--- src/rtl/flash_guard_pkg.sv ---
package flash_guard_pkg;

  // Internal outcome of the rule check for one request.
  typedef enum logic [1:0] {
    VERDICT_PASS      = 2'd0,
    VERDICT_BOOT_LOCK = 2'd1,
    VERDICT_PROG_LOCK = 2'd2,
    VERDICT_CODE_PROT = 2'd3
  } verdict_e;

endpackage

--- src/rtl/flash_guard_decode.sv ---
module flash_guard_decode #(
  parameter int unsigned              ADDR_W    = 32,
  parameter int unsigned              LOCK_W    = 8,
  parameter int unsigned              BLK_BYTES = 4096,
  parameter logic [ADDR_W-1:0]        PROG_BASE = 32'hBD00_0000,
  parameter logic [ADDR_W-1:0]        BOOT_BASE = 32'hBFC0_0000,
  parameter logic [ADDR_W-1:0]        BOOT_SIZE = 32'h0000_3000,
  parameter logic [ADDR_W-1:0]        ID_ADDR   = 32'hBF80_F220
) (
  input  logic [ADDR_W-1:0] addr,
  input  logic [LOCK_W-1:0] prog_lock,
  output logic              hit_boot,
  output logic              hit_prog_lock,
  output logic              hit_id
);

  localparam int unsigned BLK_SHIFT = $clog2(BLK_BYTES);

  logic [ADDR_W-1:0] prog_off;
  logic [ADDR_W-1:0] blk_idx;
  logic [ADDR_W-1:0] blk_limit;
  logic [ADDR_W-1:0] boot_off;

  // Protected block count is the inverse of the field; compare block index.
  always_comb begin
    prog_off      = addr - PROG_BASE;
    blk_idx       = prog_off >> BLK_SHIFT;
    blk_limit     = {{(ADDR_W-LOCK_W){1'b0}}, ~prog_lock};
    hit_prog_lock = (addr >= PROG_BASE) && (blk_idx < blk_limit);
  end

  always_comb begin
    boot_off = addr - BOOT_BASE;
    hit_boot = (addr >= BOOT_BASE) && (boot_off < BOOT_SIZE);
  end

  assign hit_id = (addr == ID_ADDR);

endmodule

--- src/rtl/flash_guard_rules.sv ---
module flash_guard_rules
  import flash_guard_pkg::*;
(
  input  logic     is_write,
  input  logic     is_ext,
  input  logic     hit_boot,
  input  logic     hit_prog_lock,
  input  logic     hit_id,
  input  logic     boot_wr_en,
  input  logic     code_open,
  output verdict_e verdict
);

  logic ext_blocked;

  // External traffic under code protection: only an ID read survives.
  assign ext_blocked = is_ext && !code_open && !(hit_id && !is_write);

  always_comb begin
    if (ext_blocked)
      verdict = VERDICT_CODE_PROT;
    else if (is_write && hit_boot && !boot_wr_en)
      verdict = VERDICT_BOOT_LOCK;
    else if (is_write && hit_prog_lock)
      verdict = VERDICT_PROG_LOCK;
    else
      verdict = VERDICT_PASS;
  end

endmodule

--- src/rtl/flash_guard.sv ---
module flash_guard
  import flash_guard_pkg::*;
#(
  parameter int unsigned       ADDR_W    = 32,
  parameter int unsigned       LOCK_W    = 8,
  parameter int unsigned       BLK_BYTES = 4096,
  parameter logic [ADDR_W-1:0] PROG_BASE = 32'hBD00_0000,
  parameter logic [ADDR_W-1:0] BOOT_BASE = 32'hBFC0_0000,
  parameter logic [ADDR_W-1:0] BOOT_SIZE = 32'h0000_3000,
  parameter logic [ADDR_W-1:0] ID_ADDR   = 32'hBF80_F220
) (
  input  logic              clk,
  input  logic              rst,
  input  logic              req_valid,
  input  logic [ADDR_W-1:0] req_addr,
  input  logic              req_write,
  input  logic              req_ext,
  input  logic              cfg_boot_wr_en,
  input  logic [LOCK_W-1:0] cfg_prog_lock,
  input  logic              cfg_code_open,
  output logic              grant,
  output logic              fwd_valid,
  output logic [ADDR_W-1:0] fwd_addr,
  output logic              fwd_write,
  output logic              fwd_ext,
  output logic              err
);

  logic     hit_boot;
  logic     hit_prog_lock;
  logic     hit_id;
  verdict_e verdict;
  logic     accept;

  flash_guard_decode #(
    .ADDR_W   (ADDR_W),
    .LOCK_W   (LOCK_W),
    .BLK_BYTES(BLK_BYTES),
    .PROG_BASE(PROG_BASE),
    .BOOT_BASE(BOOT_BASE),
    .BOOT_SIZE(BOOT_SIZE),
    .ID_ADDR  (ID_ADDR)
  ) i_decode (
    .addr         (req_addr),
    .prog_lock    (cfg_prog_lock),
    .hit_boot     (hit_boot),
    .hit_prog_lock(hit_prog_lock),
    .hit_id       (hit_id)
  );

  flash_guard_rules i_rules (
    .is_write     (req_write),
    .is_ext       (req_ext),
    .hit_boot     (hit_boot),
    .hit_prog_lock(hit_prog_lock),
    .hit_id       (hit_id),
    .boot_wr_en   (cfg_boot_wr_en),
    .code_open    (cfg_code_open),
    .verdict      (verdict)
  );

  assign accept = (verdict == VERDICT_PASS);

  always_ff @(posedge clk) begin
    if (rst) begin
      grant     <= 1'b0;
      fwd_valid <= 1'b0;
      err       <= 1'b0;
      fwd_addr  <= '0;
      fwd_write <= 1'b0;
      fwd_ext   <= 1'b0;
    end else begin
      grant     <= req_valid && accept;
      fwd_valid <= req_valid && accept;
      err       <= req_valid && !accept;
      if (req_valid && accept) begin
        fwd_addr  <= req_addr;
        fwd_write <= req_write;
        fwd_ext   <= req_ext;
      end
    end
  end

  // forward and error never coexist
  assert_excl_R7: assert property (@(posedge clk) disable iff (rst)
    !(fwd_valid && err));

  // forwarded payload matches the request one cycle earlier
  assert_payload_R7: assert property (@(posedge clk) disable iff (rst)
    (req_valid && accept) |=> (fwd_addr == $past(req_addr)) && (fwd_write == $past(req_write)));

  // idle input gives quiet outputs
  assert_idle_R8: assert property (@(posedge clk) disable iff (rst)
    !req_valid |=> (!fwd_valid && !err && !grant));

  // on-chip reads always go through
  assert_intread_R6: assert property (@(posedge clk) disable iff (rst)
    (req_valid && !req_ext && !req_write) |=> (fwd_valid && !err));

  // locked boot window refuses writes
  assert_bootlock_R3: assert property (@(posedge clk) disable iff (rst)
    (req_valid && req_write && hit_boot && !cfg_boot_wr_en) |=> err);

  // external writes under code protection are refused
  assert_codeprot_R5: assert property (@(posedge clk) disable iff (rst)
    (req_valid && req_ext && req_write && !cfg_code_open) |=> err);

endmodule

--- config.mk ---
export PLATFORM = sky130hd
export DESIGN_NAME = flash_guard
export DESIGN_NICKNAME = d
export VERILOG_FILES = /design/src/rtl/flash_guard_pkg.sv /design/src/rtl/flash_guard_decode.sv /design/src/rtl/flash_guard_rules.sv /design/src/rtl/flash_guard.sv
export SDC_FILE = /design/constraint.sdc
export NUM_CORES = 1
export LEC_CHECK = 0
export ABC_CLOCK_PERIOD_IN_PS = 2260
export BUFFER_PORTS_ARGS = -buffer_cell sky130_fd_sc_hd__buf_2
export CELL_PAD_IN_SITES_DETAIL_PLACEMENT = 1
export CELL_PAD_IN_SITES_GLOBAL_PLACEMENT = 1
export CORE_MARGIN = 1.5
export CORE_UTILIZATION = 34
export DETAILED_ROUTE_END_ITERATION = 16
export PLACE_DENSITY = 0.91
export SLEW_MARGIN = 20
export SYNTH_ARGS = -nofsm -noshare
export SYNTH_HDL_FRONTEND = slang
export SYNTH_SLANG_ARGS = --single-unit
--- constraint.sdc ---
create_clock -name clk -period 2.26 [get_ports clk]
set_input_delay 0.339 -clock clk [delete_from_list [all_inputs] [get_ports clk]]
set_output_delay 0.339 -clock clk [all_outputs]
set_load 0.05 [all_outputs]
Yosys cells after proc, flatten, opt, wreduce, memory -nomap -nowiden. Index checks and enable logic that the tools add are counted.

Flip-flop bits (word level): 36. Input port bits: 47. Output and inout bits: 37. Word-level logic and storage cells: 32.

Add/sub/neg operators: 2. Magnitude comparators: 4. Equality and inequality tests: 1. Muxes and demuxes: 3. Bitwise logic cells: 1. Reduce and logical (&&, ||, !) cells: 16.

Operator list (number): 32-bit greater-or-equal comparator (second input constant) (2); 32-bit subtractor (second input constant) (2); 32-bit equality test (second input constant) (1); 32-bit by 14-bit < comparator with 1-bit output (second input constant) (1); 20-bit by 8-bit < comparator with 1-bit output (1); 1-bit logical AND (10); 8-bit NOT (1); 2-bit 2-to-1 mux (3); 1-bit logical NOT (5); 2-bit logical NOT (1).

Depth between registers and ports, before layout.
Depth in word-level cells: 10. Mapped depth: 9. Gate-level depth less buffers: 7.

Hierarchy. A second synthesis with hierarchy kept.

Cells, all modules: 201. Area, all modules: 1945.6 µm².

Modules (own cells, without submodules): flash_guard (times used 1, cells an instance 155, area each 1626.6 µm², seq. area each 720.7 µm²); flash_guard_decode (times used 1, cells an instance 40, area each 281.5 µm², seq. area each 0.0 µm²); flash_guard_rules (times used 1, cells an instance 6, area each 37.5 µm², seq. area each 0.0 µm²).

Least setup slack after synthesis. OpenSTA, ideal clock, no wires.

Path kind: input -> register. Start point: in req_addr[14]. End point: reg fwd_addr[0]. Library setup time: 0.118 ns. Data arrival time: 1.767 ns. Required time: 2.142 ns. Slack: 0.375 ns. Cell stages on the path: 9. Buffers on the path: 2. Cell sequence: ha_1 -> a211oi_1 -> a211oi_1 -> o22ai_1 -> nand3_1 -> and3_1 -> buf_6 -> buf_12 -> mux2i_1.

Word-level cells in the longest chain between the ends: 9. Elaborated cells on any way between the ends: 20. Classes of those cells: 2 x add/sub; 4 x order compare; 1 x eq/ne; 3 x mux; 10 x reduce/logical.

RTL lines: start, declared (RTL line flash_guard.sv:15) `input logic [ADDR_W-1:0] req_addr,`; 32-bit subtractor, on equally long branches (RTL line flash_guard_decode.sv:33, flash_guard_decode.sv:26); 32-bit by 14-bit < comparator with 1-bit output / 20-bit by 8-bit < comparator with 1-bit output (equally long branches) (RTL line flash_guard_decode.sv:34, flash_guard_decode.sv:29); 1-bit logical AND, on equally long branches (RTL line flash_guard_decode.sv:34, flash_guard_decode.sv:29); 1-bit logical AND, on equally long branches (RTL line flash_guard_rules.sv:22, flash_guard_rules.sv:24); 1-bit logical AND / 2-bit 2-to-1 mux (equally long branches) (RTL line flash_guard_rules.sv:22, flash_guard_rules.sv:24); 2-bit 2-to-1 mux (RTL line flash_guard_rules.sv:22) `else if (is_write && hit_boot && !boot_wr_en)`; 2-bit 2-to-1 mux (*) (RTL line flash_guard_rules.sv:20) `if (ext_blocked)`; 2-bit logical NOT (*) (RTL line flash_guard.sv:62) `assign accept = (verdict == VERDICT_PASS);`; 1-bit logical AND (*) (RTL line flash_guard.sv:76) `if (req_valid && accept) begin`; end signal, assigned (RTL line flash_guard.sv:77) `fwd_addr <= req_addr;`; end, declared (RTL line flash_guard.sv:23) `output logic [ADDR_W-1:0] fwd_addr,`.

Every way passes the cells marked *; elsewhere a longest branch is shown, timed or not. A chain may end at the register's enable or synchronous reset.

Worst setup path in the final report.
Start point: in req_addr[16]. End point: reg fwd_addr[3].

The elaborated chain is that of the path after synthesis.

==> results.json <==
{
  "status": "finished, final reports clean",
  "postLayoutCoreUtil_pct": 45.0,
  "r2r_slack_ns": 1.60,
  "crit_path_start_kind": "input port",
  "slew_headroom_pct": 68.1,
  "diodes": 0,
  "layout_commonest_cell": "buf_2",
  "cp.arrival_ns": 2.07,
  "clockPowerShare_pct": 30.3,
  "critPathLaunch": "req_addr[16]",
  "yosysUniqueCellTypes": 27,
  "core_um2": 5440,
  "timing_worst_setup_path_type": "in -> reg",
  "gp_congestion": 0.711,
  "initial_core_util_pct": 34.9,
  "dr_total_vias": 1637,
  "wirelength_um": 4900,
  "swShare_pct": 32.4,
  "setup.worst_path.end_class": "flip-flop",
  "seqCellArea_um2": 721,
  "synth_edf_count": 0,
  "dr.pass1.iters": 4,
  "setup_tns_ns": 0,
  "hold_class": "in -> reg",
  "grt_use_total_pct": 16.7,
  "worst-path-buf-inv": 2,
  "crit_end": "fwd_addr[3]",
  "wl_per_cell_um": 14.2,
  "slowest_stage": "nor4_1",
  "slew_viol_final": 0,
  "cpPeakStageDelay_ns": 0.31,
  "cts_resized": 0,
  "clock-root-buffer": "clkbuf_8",
  "timing.final.crit_share_pct": 82.6,
  "fin_crit_ns": 1.87,
  "p_int_mw": 1.05,
  "max_freq_ghz": 0.536,
  "grt_max_degree": 71,
  "p_per_area_nw_per_um2": 639,
  "cts_setup_buffers": 0,
  "fp-row-count": 27,
  "final_cell_mix": "83 x buf_2, 66 x nand2b_1, 36 x dfxtp_1, 34 x mux2i_1, 7 x ha_1",
  "grt_pass1_vias": 1671,
  "finClkSkew_ns": 0,
  "syn_to_final_growth_pct": 29.0,
  "crit_cells": 8,
  "drtAntennaViolNets": 0,
  "multi_input_area_um2": 1070,
  "drtIter0Drc": 61,
  "synth_nets": 244,
  "ctsHoldBuffers": 0,
  "path_cells": "buf_2 > nor4_1 > nand3_1 > nor4_2 > a211o_2 > and3_2 > buf_12 > mux2i_1",
  "clk_latency_ns": 0.28,
  "ys_ff_latch": 36,
  "tightest_slew_ns": 0.479,
  "reg2reg_depth": 2,
  "synthCells": 190,
  "drv_cap": 0,
  "dieArea_um2": 6030,
  "drive_gt1_share_pct": 35.9,
  "cts_sinks": 36,
  "yosysWarnings": 0,
  "hold_violations": 0,
  "port_buffers": 83,
  "final_nets": 326,
  "drc": 0,
  "r2r_end": "fwd_addr[27]",
  "crit_fanout": 17,
  "rsz0062_at_grt": "false",
  "ios": 84,
  "grt_pass1_wl_um": 7900,
  "ir_drop_mv": 0.247,
  "antenna_found_initial": 0,
  "dieHeight_um": 77.7,
  "fillerInstances": 666,
  "crit_required_ns": 2.46,
  "seq_area_frac_synth_pct": 38.0,
  "cp_top_family": "simple AND/OR/NAND/NOR gates",
  "path_clk_slew_ns": 0.07,
  "cts_max_level": 2,
  "synthFlopType": "dfxtp_1",
  "switchingPower_mw": 0.507,
  "cts_made_buffers": 5,
  "finalSetupViolCount": 0,
  "async_flop_share_pct": 0,
  "synthesis.area_um2": 1900,
  "cts_tree": "built",
  "vias_per_cell": 4.74,
  "combPwrFrac_pct": 25.1,
  "gr-total-overflow": 0,
  "r2r-start": "fwd_addr[27]",
  "syn_avg_cell_area_um2": 9.98,
  "hpwlAfterDp_um": 3820,
  "p_leak_nw": 1.16,
  "cts_buffer_depth": 2,
  "power.share.sequential_pct": 44.5,
  "dieWidth_um": 77.7
}
-- cells by family after synthesis --
family,Yosys count,synth area share (%)
adder cells (fa/ha/maj),7,4.62
multiplexers,34,18.0
flip-flops,36,38.0
AO/OA/AOI/OAI,8,2.97
AND/OR/NAND/NOR,92,30.7
buffers and inverters,13,5.74
-- synth_stat cells, types with 3 or more instances --
| cell type | count | share of area, % |
|---|---|---|
| mux2i_1 | 34 | 18 |
| dfxtp_1 | 36 | 38 |
| clkbuf_1 | 7 | 1.4 |
| nand3_1 | 3 | 0.79 |
| nand4_1 | 3 | 0.99 |
| ha_1 | 7 | 4.6 |
| a211oi_1 | 3 | 1.2 |
| nand2b_1 | 66 | 22 |
| nor4_1 | 4 | 1.3 |
| buf_12 | 3 | 3.2 |
| nand2_1 | 4 | 0.79 |
-- worst min-delay path by stage --
stage / from / end / slack, ns / cells after the start
floorplan: req_addr[0] / fwd_addr[0] / 0.49 / 2
global placement: fwd_addr[20] / fwd_addr[20] / 0.46 / 2
CTS: req_addr[9] / fwd_addr[9] / 0.31 / 3
global route: req_addr[8] / fwd_addr[8] / 0.33 / 3
finish: req_addr[9] / fwd_addr[9] / 0.32 / 3
detailed placement: fwd_addr[0] / fwd_addr[0] / 0.46 / 2
-- stage by stage --
step                total power [mW]  hold WS (ns)  instance area (µm²)  setup slack, ns  cells
floorplan                      0.988         0.494                 1900            0.375    190
global placement                1.09         0.458                 2350            0.155    337
detailed placement              1.11         0.463                 2350           0.0775    337
CTS                             1.58         0.313                 2440            0.361    345
global route                    1.63         0.326                 2440            0.196    345
finish                          1.56         0.319                 2440            0.394    345
-- sequential cells by signal, indices dropped and copies added, names as in the netlist --
| name | cells |
|---|---|
| fwd_addr | 32 |
| err | 1 |
| fwd_ext | 1 |
| fwd_valid | 1 |
| fwd_write | 1 |
-- worst min-delay path, stage by stage --
cell	delay [ns]
buf_2	0.10
nand2b_1	0.06
mux2i_1	0.06
-- layout make-up --
| cell class | count | area share (%) |
|---|---|---|
| timing repair buffer | 87 | 19.2 |
| multi-input combinational | 141 | 43.7 |
| inverter | 1 | 0.154 |
| clock buffer | 6 | 3.38 |
| sequential | 36 | 29.5 |
| clock inverter | 2 | 0.409 |
| tap | 72 | 3.68 |
-- power groups by stage --
stage | Clock (mW) | Sequential (mW) | Combinational, mW
2_1_floorplan | 0 | 0.845 | 0.143
3_3_place_gp | 0 | 0.707 | 0.387
3_5_place_dp | 0 | 0.710 | 0.396
4_1_cts | 0.488 | 0.696 | 0.397
5_1_grt | 0.513 | 0.700 | 0.421
6_report | 0.474 | 0.695 | 0.392
-- layer usage --
| metal | GRT usage [%] | part of all wire (%) | up-vias | wire length, µm |
|---|---|---|---|---|
| met3 | 4.71 | 5.9 | 5 | 291 |
| met1 | 19.2 | 43 | 774 | 2100 |
| met4 | 4.36 | 0.63 | 0 | 31 |
| met2 | 29.9 | 50 | 48 | 2470 |
| met5 | 0 | 0 | - | 0 |
| li1 | - | - | 810 | - |
Power figures use the tool's default switching activity.
